**src/rtl/winbr_pkg.sv**
```systemverilog
package winbr_pkg;
  typedef enum logic [1:0] {
    ST_IDLE = 2'd0,
    ST_WAIT = 2'd1,
    ST_RESP = 2'd2
  } winbr_state_e;

  typedef enum logic [1:0] {
    MAP_BUF = 2'd0,
    MAP_PIO = 2'd1,
    MAP_CMD = 2'd2,
    MAP_RAW = 2'd3
  } winbr_map_e;

  localparam int SEL_W = 2;
endpackage

```
**src/rtl/winbr_index.sv**
```systemverilog
module winbr_index
  import winbr_pkg::*;
#(
  parameter int ADDR_W = 28
) (
  input  logic              clk,
  input  logic              rst_n,
  input  logic              we_i,
  input  logic [ADDR_W-1:0] wdata_i,
  output logic [ADDR_W-1:0] idx_o,
  output logic [SEL_W-1:0]  map_o,
  output logic [SEL_W-1:0]  bank_o,
  output logic [ADDR_W-2*SEL_W-1:0] low_o,
  output logic              raw_o,
  output logic              page_vld_o
);
  localparam int MAP_LSB  = ADDR_W - SEL_W;
  localparam int BANK_LSB = ADDR_W - 2*SEL_W;

  logic [ADDR_W-1:0] idx_q;
  winbr_map_e        map_e;

  always_ff @(posedge clk) begin
    if (!rst_n)    idx_q <= '0;
    else if (we_i) idx_q <= wdata_i;
  end

  assign idx_o      = idx_q;
  assign map_o      = idx_q[ADDR_W-1:MAP_LSB];
  assign bank_o     = idx_q[MAP_LSB-1:BANK_LSB];
  assign low_o      = idx_q[BANK_LSB-1:0];
  assign map_e      = winbr_map_e'(map_o);
  assign raw_o      = (map_e == MAP_RAW);
  assign page_vld_o = (map_e == MAP_PIO) || (map_e == MAP_CMD);


  idx_hold_chk: assert property (@(posedge clk) disable iff (!rst_n)
    !we_i |=> $stable(idx_o));


  flag_excl_chk: assert property (@(posedge clk) disable iff (!rst_n)
    $onehot0({raw_o, page_vld_o}));
endmodule

```
**src/rtl/winbr_seq.sv**
```systemverilog
module winbr_seq
  import winbr_pkg::*;
#(
  parameter int ADDR_W  = 28,
  parameter int DATA_W  = 32,
  parameter int OFF_W   = 8,
  parameter int IDX_OFF = 0,
  parameter int DAT_OFF = 16
) (
  input  logic              clk,
  input  logic              rst_n,
  input  logic              direct_i,
  input  logic              req_valid_i,
  output logic              req_ready_o,
  input  logic              req_write_i,
  input  logic [ADDR_W-1:0] req_addr_i,
  input  logic [DATA_W-1:0] req_wdata_i,
  output logic              rsp_valid_o,
  input  logic              rsp_ready_i,
  output logic [DATA_W-1:0] rsp_data_o,
  output logic              dn_valid_o,
  output logic              dn_write_o,
  output logic [ADDR_W-1:0] dn_addr_o,
  output logic [DATA_W-1:0] dn_wdata_o,
  input  logic              dn_rsp_valid_i,
  input  logic [DATA_W-1:0] dn_rsp_data_i,
  input  logic [ADDR_W-1:0] idx_i,
  output logic              idx_we_o
);
  localparam logic [OFF_W-1:0] IDX_SEL = OFF_W'(IDX_OFF);
  localparam logic [OFF_W-1:0] DAT_SEL = OFF_W'(DAT_OFF);

  winbr_state_e      st_q;
  logic              take, hit_idx, hit_dat, fwd;
  logic [OFF_W-1:0]  off;
  logic              dn_valid_q, dn_write_q;
  logic [ADDR_W-1:0] dn_addr_q;
  logic [DATA_W-1:0] dn_wdata_q, rdata_q;

  assign off         = req_addr_i[OFF_W-1:0];
  assign hit_idx     = !direct_i && (off == IDX_SEL);
  assign hit_dat     = !direct_i && (off == DAT_SEL);
  assign fwd         = direct_i || hit_dat;
  assign req_ready_o = (st_q == ST_IDLE);
  assign take        = req_valid_i && req_ready_o;
  assign idx_we_o    = take && req_write_i && hit_idx;

  always_ff @(posedge clk) begin
    if (!rst_n) begin
      st_q       <= ST_IDLE;
      dn_valid_q <= 1'b0;
      dn_write_q <= 1'b0;
      dn_addr_q  <= '0;
      dn_wdata_q <= '0;
      rdata_q    <= '0;
    end else begin
      dn_valid_q <= 1'b0;
      case (st_q)
        ST_IDLE: begin
          if (take) begin
            if (fwd) begin
              dn_valid_q <= 1'b1;
              dn_write_q <= req_write_i;
              dn_addr_q  <= direct_i ? req_addr_i : idx_i;
              dn_wdata_q <= req_wdata_i;
              if (!req_write_i) st_q <= ST_WAIT;
            end else if (!req_write_i) begin
              rdata_q <= hit_idx ? DATA_W'(idx_i) : '0;
              st_q    <= ST_RESP;
            end
          end
        end
        ST_WAIT: begin
          if (dn_rsp_valid_i) begin
            rdata_q <= dn_rsp_data_i;
            st_q    <= ST_RESP;
          end
        end
        ST_RESP: begin
          if (rsp_ready_i) st_q <= ST_IDLE;
        end
        default: st_q <= ST_IDLE;
      endcase
    end
  end

  assign rsp_valid_o = (st_q == ST_RESP);
  assign rsp_data_o  = rdata_q;
  assign dn_valid_o  = dn_valid_q;
  assign dn_write_o  = dn_write_q;
  assign dn_addr_o   = dn_addr_q;
  assign dn_wdata_o  = dn_wdata_q;


  dn_pulse_src_chk: assert property (@(posedge clk) disable iff (!rst_n)
    dn_valid_o |-> $past(take));


  rsp_hold_chk: assert property (@(posedge clk) disable iff (!rst_n)
    rsp_valid_o && !rsp_ready_i |=> rsp_valid_o && $stable(rsp_data_o));


  direct_addr_chk: assert property (@(posedge clk) disable iff (!rst_n)
    dn_valid_o && $past(direct_i) |-> dn_addr_o == $past(req_addr_i));
endmodule

```
**src/rtl/winbr_top.sv**
```systemverilog
module winbr_top
  import winbr_pkg::*;
#(
  parameter int ADDR_W  = 28,
  parameter int DATA_W  = 32,
  parameter int OFF_W   = 8,
  parameter int IDX_OFF = 0,
  parameter int DAT_OFF = 16
) (
  input  logic                    clk,
  input  logic                    rst_n,
  input  logic                    direct_mode,
  input  logic                    host_req_valid,
  output logic                    host_req_ready,
  input  logic                    host_req_write,
  input  logic [ADDR_W-1:0]       host_req_addr,
  input  logic [DATA_W-1:0]       host_req_wdata,
  output logic                    host_rsp_valid,
  input  logic                    host_rsp_ready,
  output logic [DATA_W-1:0]       host_rsp_data,
  output logic                    dn_valid,
  output logic                    dn_write,
  output logic [ADDR_W-1:0]       dn_addr,
  output logic [DATA_W-1:0]       dn_wdata,
  input  logic                    dn_rsp_valid,
  input  logic [DATA_W-1:0]       dn_rsp_data,
  output logic [SEL_W-1:0]        ctl_map,
  output logic [SEL_W-1:0]        ctl_bank,
  output logic [ADDR_W-2*SEL_W-1:0] ctl_low,
  output logic                    ctl_raw,
  output logic                    ctl_page_vld
);
  logic [ADDR_W-1:0] idx;
  logic              idx_we;

  winbr_index #(.ADDR_W(ADDR_W)) u_index (
    .clk        (clk),
    .rst_n      (rst_n),
    .we_i       (idx_we),
    .wdata_i    (host_req_wdata[ADDR_W-1:0]),
    .idx_o      (idx),
    .map_o      (ctl_map),
    .bank_o     (ctl_bank),
    .low_o      (ctl_low),
    .raw_o      (ctl_raw),
    .page_vld_o (ctl_page_vld)
  );

  winbr_seq #(
    .ADDR_W(ADDR_W), .DATA_W(DATA_W), .OFF_W(OFF_W),
    .IDX_OFF(IDX_OFF), .DAT_OFF(DAT_OFF)
  ) u_seq (
    .clk            (clk),
    .rst_n          (rst_n),
    .direct_i       (direct_mode),
    .req_valid_i    (host_req_valid),
    .req_ready_o    (host_req_ready),
    .req_write_i    (host_req_write),
    .req_addr_i     (host_req_addr),
    .req_wdata_i    (host_req_wdata),
    .rsp_valid_o    (host_rsp_valid),
    .rsp_ready_i    (host_rsp_ready),
    .rsp_data_o     (host_rsp_data),
    .dn_valid_o     (dn_valid),
    .dn_write_o     (dn_write),
    .dn_addr_o      (dn_addr),
    .dn_wdata_o     (dn_wdata),
    .dn_rsp_valid_i (dn_rsp_valid),
    .dn_rsp_data_i  (dn_rsp_data),
    .idx_i          (idx),
    .idx_we_o       (idx_we)
  );
endmodule

```
**config.mk**
```make
export PLATFORM = sky130hd
export DESIGN_NAME = winbr_top
export DESIGN_NICKNAME = d
export VERILOG_FILES = /design/src/rtl/winbr_pkg.sv /design/src/rtl/winbr_index.sv /design/src/rtl/winbr_seq.sv /design/src/rtl/winbr_top.sv
export SDC_FILE = /design/constraint.sdc
export NUM_CORES = 1
export LEC_CHECK = 0
export BUFFER_PORTS_ARGS = -buffer_cell sky130_fd_sc_hd__buf_2
export CORE_MARGIN = 1
export CORE_UTILIZATION = 43
export CTS_CLUSTER_DIAMETER = 30
export DETAILED_ROUTE_END_ITERATION = 6
export GPL_TIMING_DRIVEN = 1
export HOLD_SLACK_MARGIN = 0.06
export PLACE_DENSITY_LB_ADDON = 0.25
export RECOVER_POWER = 25
export SLEW_MARGIN = 20
export SYNTH_ARGS = -nofsm -noshare
export SYNTH_HDL_FRONTEND = slang
export SYNTH_SLANG_ARGS = --single-unit
```
**constraint.sdc**
```tcl
create_clock -name clk -period 1.6 [get_ports clk]
set_input_delay 0.16 -clock clk [delete_from_list [all_inputs] [get_ports clk]]
set_output_delay 0.16 -clock clk [all_outputs]
set_load 0.005 [all_outputs]
```
==> results.json <==
{
  "drtPass1Iterations": 7,
  "end_kind": "flip-flop",
  "floorplan_die_area_mm2": 0.0125,
  "met1_usage_pct": 34.8,
  "antenna_cells": 0,
  "cts_setup_buffers": 0,
  "syn-cell-area_mm2": 0.00520,
  "gp_congestion": 0.849,
  "tritoncts": "yes",
  "post_synth.cell_area_avg_um2": 9.16,
  "finalClockSkew_ns": 0.00784,
  "synth.ff_latch_count": 124,
  "status": "finished with violations",
  "worst_slew_pin_slew_ns": 0.452,
  "final_report_max_slew_violation_count": 0,
  "max_fanout_on_critical_path": 19,
  "grt_util_met3_pct": 6.91,
  "drt-total-wl_um": 17700,
  "setup.worst_path.start_class": "flip-flop",
  "route.detailed.vias_per_inst": 5.47,
  "netlist_instances": 568,
  "clock_tree.root_cell": "clkbuf_16",
  "cts.reportedPaths.clkPinSlew_ns": 0.06,
  "synth_top_flop_cell": "dfxtp_1",
  "dp.final_hpwl_um": 11900,
  "critPathArrivalTime_ns": 1.95,
  "setup_repair_after_global_routing_missed_its_margin": "true",
  "synthDistinctLibCells": 35,
  "setup_total_negative_slack_ns": -0.404,
  "tritoncts.num_buffers": 17,
  "row_count": 39,
  "cts.sink_count": 124,
  "max_slew_headroom_pct": 69.9,
  "quantity_of_i_o_buffers_inserted_on_ports": 224,
  "fillers": 979,
  "multi_input_comb_area_mm2": 0.00251,
  "top_usage_layer": "met2",
  "power.ir.vdd_worst_mv": 0.735,
  "die_width_um": 112,
  "remaining_drc_errors": 11,
  "post-route-min-period_ns": 1.65,
  "detail-route-antenna-nets": 0,
  "final_area_mm2": 0.00758,
  "initial_utilization_pct": 44.8,
  "p_leak_nw": 3.29,
  "detailroute.via_count": 5341,
  "placement.cell_area_mm2": 0.00653,
  "antenna_found_initial": 0,
  "synth_nets": 668,
  "avgRoutedWirePerCell_um": 18.1,
  "detailedRoute.firstIterationViolations": 465,
  "chipHeight_um": 112,
  "layout-drive-gt1-share_pct": 35.7,
  "critical_path_class": "reg -> reg",
  "synth_async_sr_flop_share_pct": 0,
  "final.setup.worst_slack_ns": -0.0487,
  "powerDensity_mw_per_mm2": 1070,
  "synth-seq-area-share_pct": 47.7,
  "design.core.area_mm2": 0.0116,
  "min_path_type": "in -> reg",
  "clock_insertion_delay_worst_skew_ns": 0.42,
  "max_freq_ghz": 0.607,
  "vias_in_the_first_global_route": 5159,
  "synth-edff-count": 0,
  "clock_tree.htree_level_count": 4,
  "hold_violations": 0,
  "boundaryPins": 225,
  "layout-area-overhead-vs-synth_pct": 45.8,
  "ff_latch_area_mm2": 0.00248,
  "yosysWarnings": 0,
  "max-cap-violations": 0,
  "fin_hold_ws_ns": 0.0773,
  "pin_count_of_the_biggest_net_entering_global_routing": 64,
  "min_period_over_period_pct": 103,
  "final_nets": 921,
  "grt_pass1_wl_um": 26900,
  "worst_ep_required_time_ns": 1.91,
  "gr-usage-all-layers_pct": 27.7,
  "cts_max_path_buffers": 2,
  "grt_use_met2_pct": 44.8,
  "place_worst_setup_slack_ns": -0.0810,
  "total_global_routing_overflow": 0,
  "setup_violations": 19,
  "violations": "DRC, setup timing"
}
cells by family (layout without fill, tap and decap cells):
family,Yosys count,in the layout,synth area share (%)
DFF,124,124,47.7
adders and majority gates,1,1,0.240
AOI/OAI and AO/OA,181,181,22.7
and+or+nand+nor,147,147,12.2
muxes,60,60,11.5
buffers and inverters,55,321,5.58
critical path: stages, from the launching register on:
cell and delay (ns):
dfxtp_2 0.32, or3b_4 0.37, a221oi_4 0.30, buf_6 0.23, a21boi_0 0.11, o21a_1 0.20
per-stage QoR:
stage	cells	utilization [%]	total power, W
after floorplan	568	-	0.00385
after global placement	909	56.2	0.00425
after detailed placement	909	56.2	0.00427
after CTS	974	64.3	0.00808
after global routing	977	65.3	0.00836
final	977	65.3	0.00808
layer usage:
metal / wire, um / part of all wire [%] / up-vias
met5: 0 / 0 / -
met4: 502 / 2.8 / 0
li1: - / - / 2548
met3: 1190 / 6.7 / 41
met1: 7400 / 42 / 2546
met2: 8620 / 49 / 206
synthesized netlist by cell type, types with 4 or more instances:
cell type,n,area [um2]
nor2_1,4,15.0
dfxtp_1,124,2480
o21a_1,5,37.5
a22oi_1,28,210
and3_1,5,31.3
buf_4,5,37.5
a21oi_1,84,420
nand2_1,122,458
a211oi_1,53,398
clkbuf_1,31,116
a21boi_0,4,30.0
buf_2,12,60.1
mux2i_1,60,601
cells in the final DEF, fill, tap and decap left out, types with 2 or more instances in the layout:
| cell type | count |
|---|---|
| bufinv_16 | 2 |
| and3_1 | 5 |
| nor3_1 | 2 |
| a21boi_0 | 4 |
| clkinv_2 | 4 |
| buf_6 | 4 |
| dfxtp_2 | 2 |
| nand2_1 | 122 |
| nand4_1 | 3 |
| clkinvlp_4 | 5 |
| clkbuf_16 | 19 |
| a21oi_1 | 72 |
| a211oi_2 | 4 |
| a22oi_1 | 28 |
| mux2i_1 | 60 |
| dlygate4sd3_1 | 33 |
| clkbuf_1 | 19 |
| a211oi_1 | 52 |
| o21a_1 | 5 |
| a21oi_2 | 12 |
| buf_12 | 9 |
| buf_2 | 206 |
| and2_4 | 2 |
| nor2_1 | 3 |
| buf_4 | 15 |
| clkbuf_8 | 3 |
| dfxtp_1 | 122 |
state kept, by name, indices dropped and copies added (netlist names):
name              count
u_index.idx_o        28
u_seq.st_q            2
u_seq.rsp_data_o     32
u_seq.dn_write_o      1
u_seq.dn_valid_o      1
u_seq.dn_addr_o      28
u_seq.dn_wdata_o     32
path summary, 6_finish.rpt:
kind,from,end,cells after the start,slack [ns]
max,u_seq.st_q[0],u_seq.rsp_data_o[31],5,-0.05
min,dn_rsp_data[29],u_seq.rsp_data_o[29],3,0.08
min reg2reg,u_seq.dn_wdata_o[8],u_seq.dn_wdata_o[8],2,0.46
max reg2reg,u_seq.st_q[0],u_seq.rsp_data_o[31],5,-0.05
where the power goes:
| part | internal, W | leakage (nW) | switching [W] |
|---|---|---|---|
| clock | 0.00240 | 0.277 | 0.00139 |
| sequential | 0.00324 | 1.01 | 0.0000826 |
| combinational | 0.000485 | 2.00 | 0.000490 |
| total | 0.00613 | 3.29 | 0.00196 |
area by class of cell:
class / instances / share of cell area [%]
repair buffers: 287 / 24.0
clock buffers: 21 / 6.20
flip-flops and latches: 124 / 32.8
inverters: 2 / 0.0990
well taps: 143 / 2.36
clock inverters: 11 / 1.55
multi-input cells: 389 / 33.1
timing repair:
item	CTS	global route
hold endpoints to repair	61	0
gates resized for setup	5	21
hold buffers	33	0
pin swaps	0	16
cloned	0	3
setup endpoints to repair	54	116
Note: power is estimated with default switching activity, not from simulation.
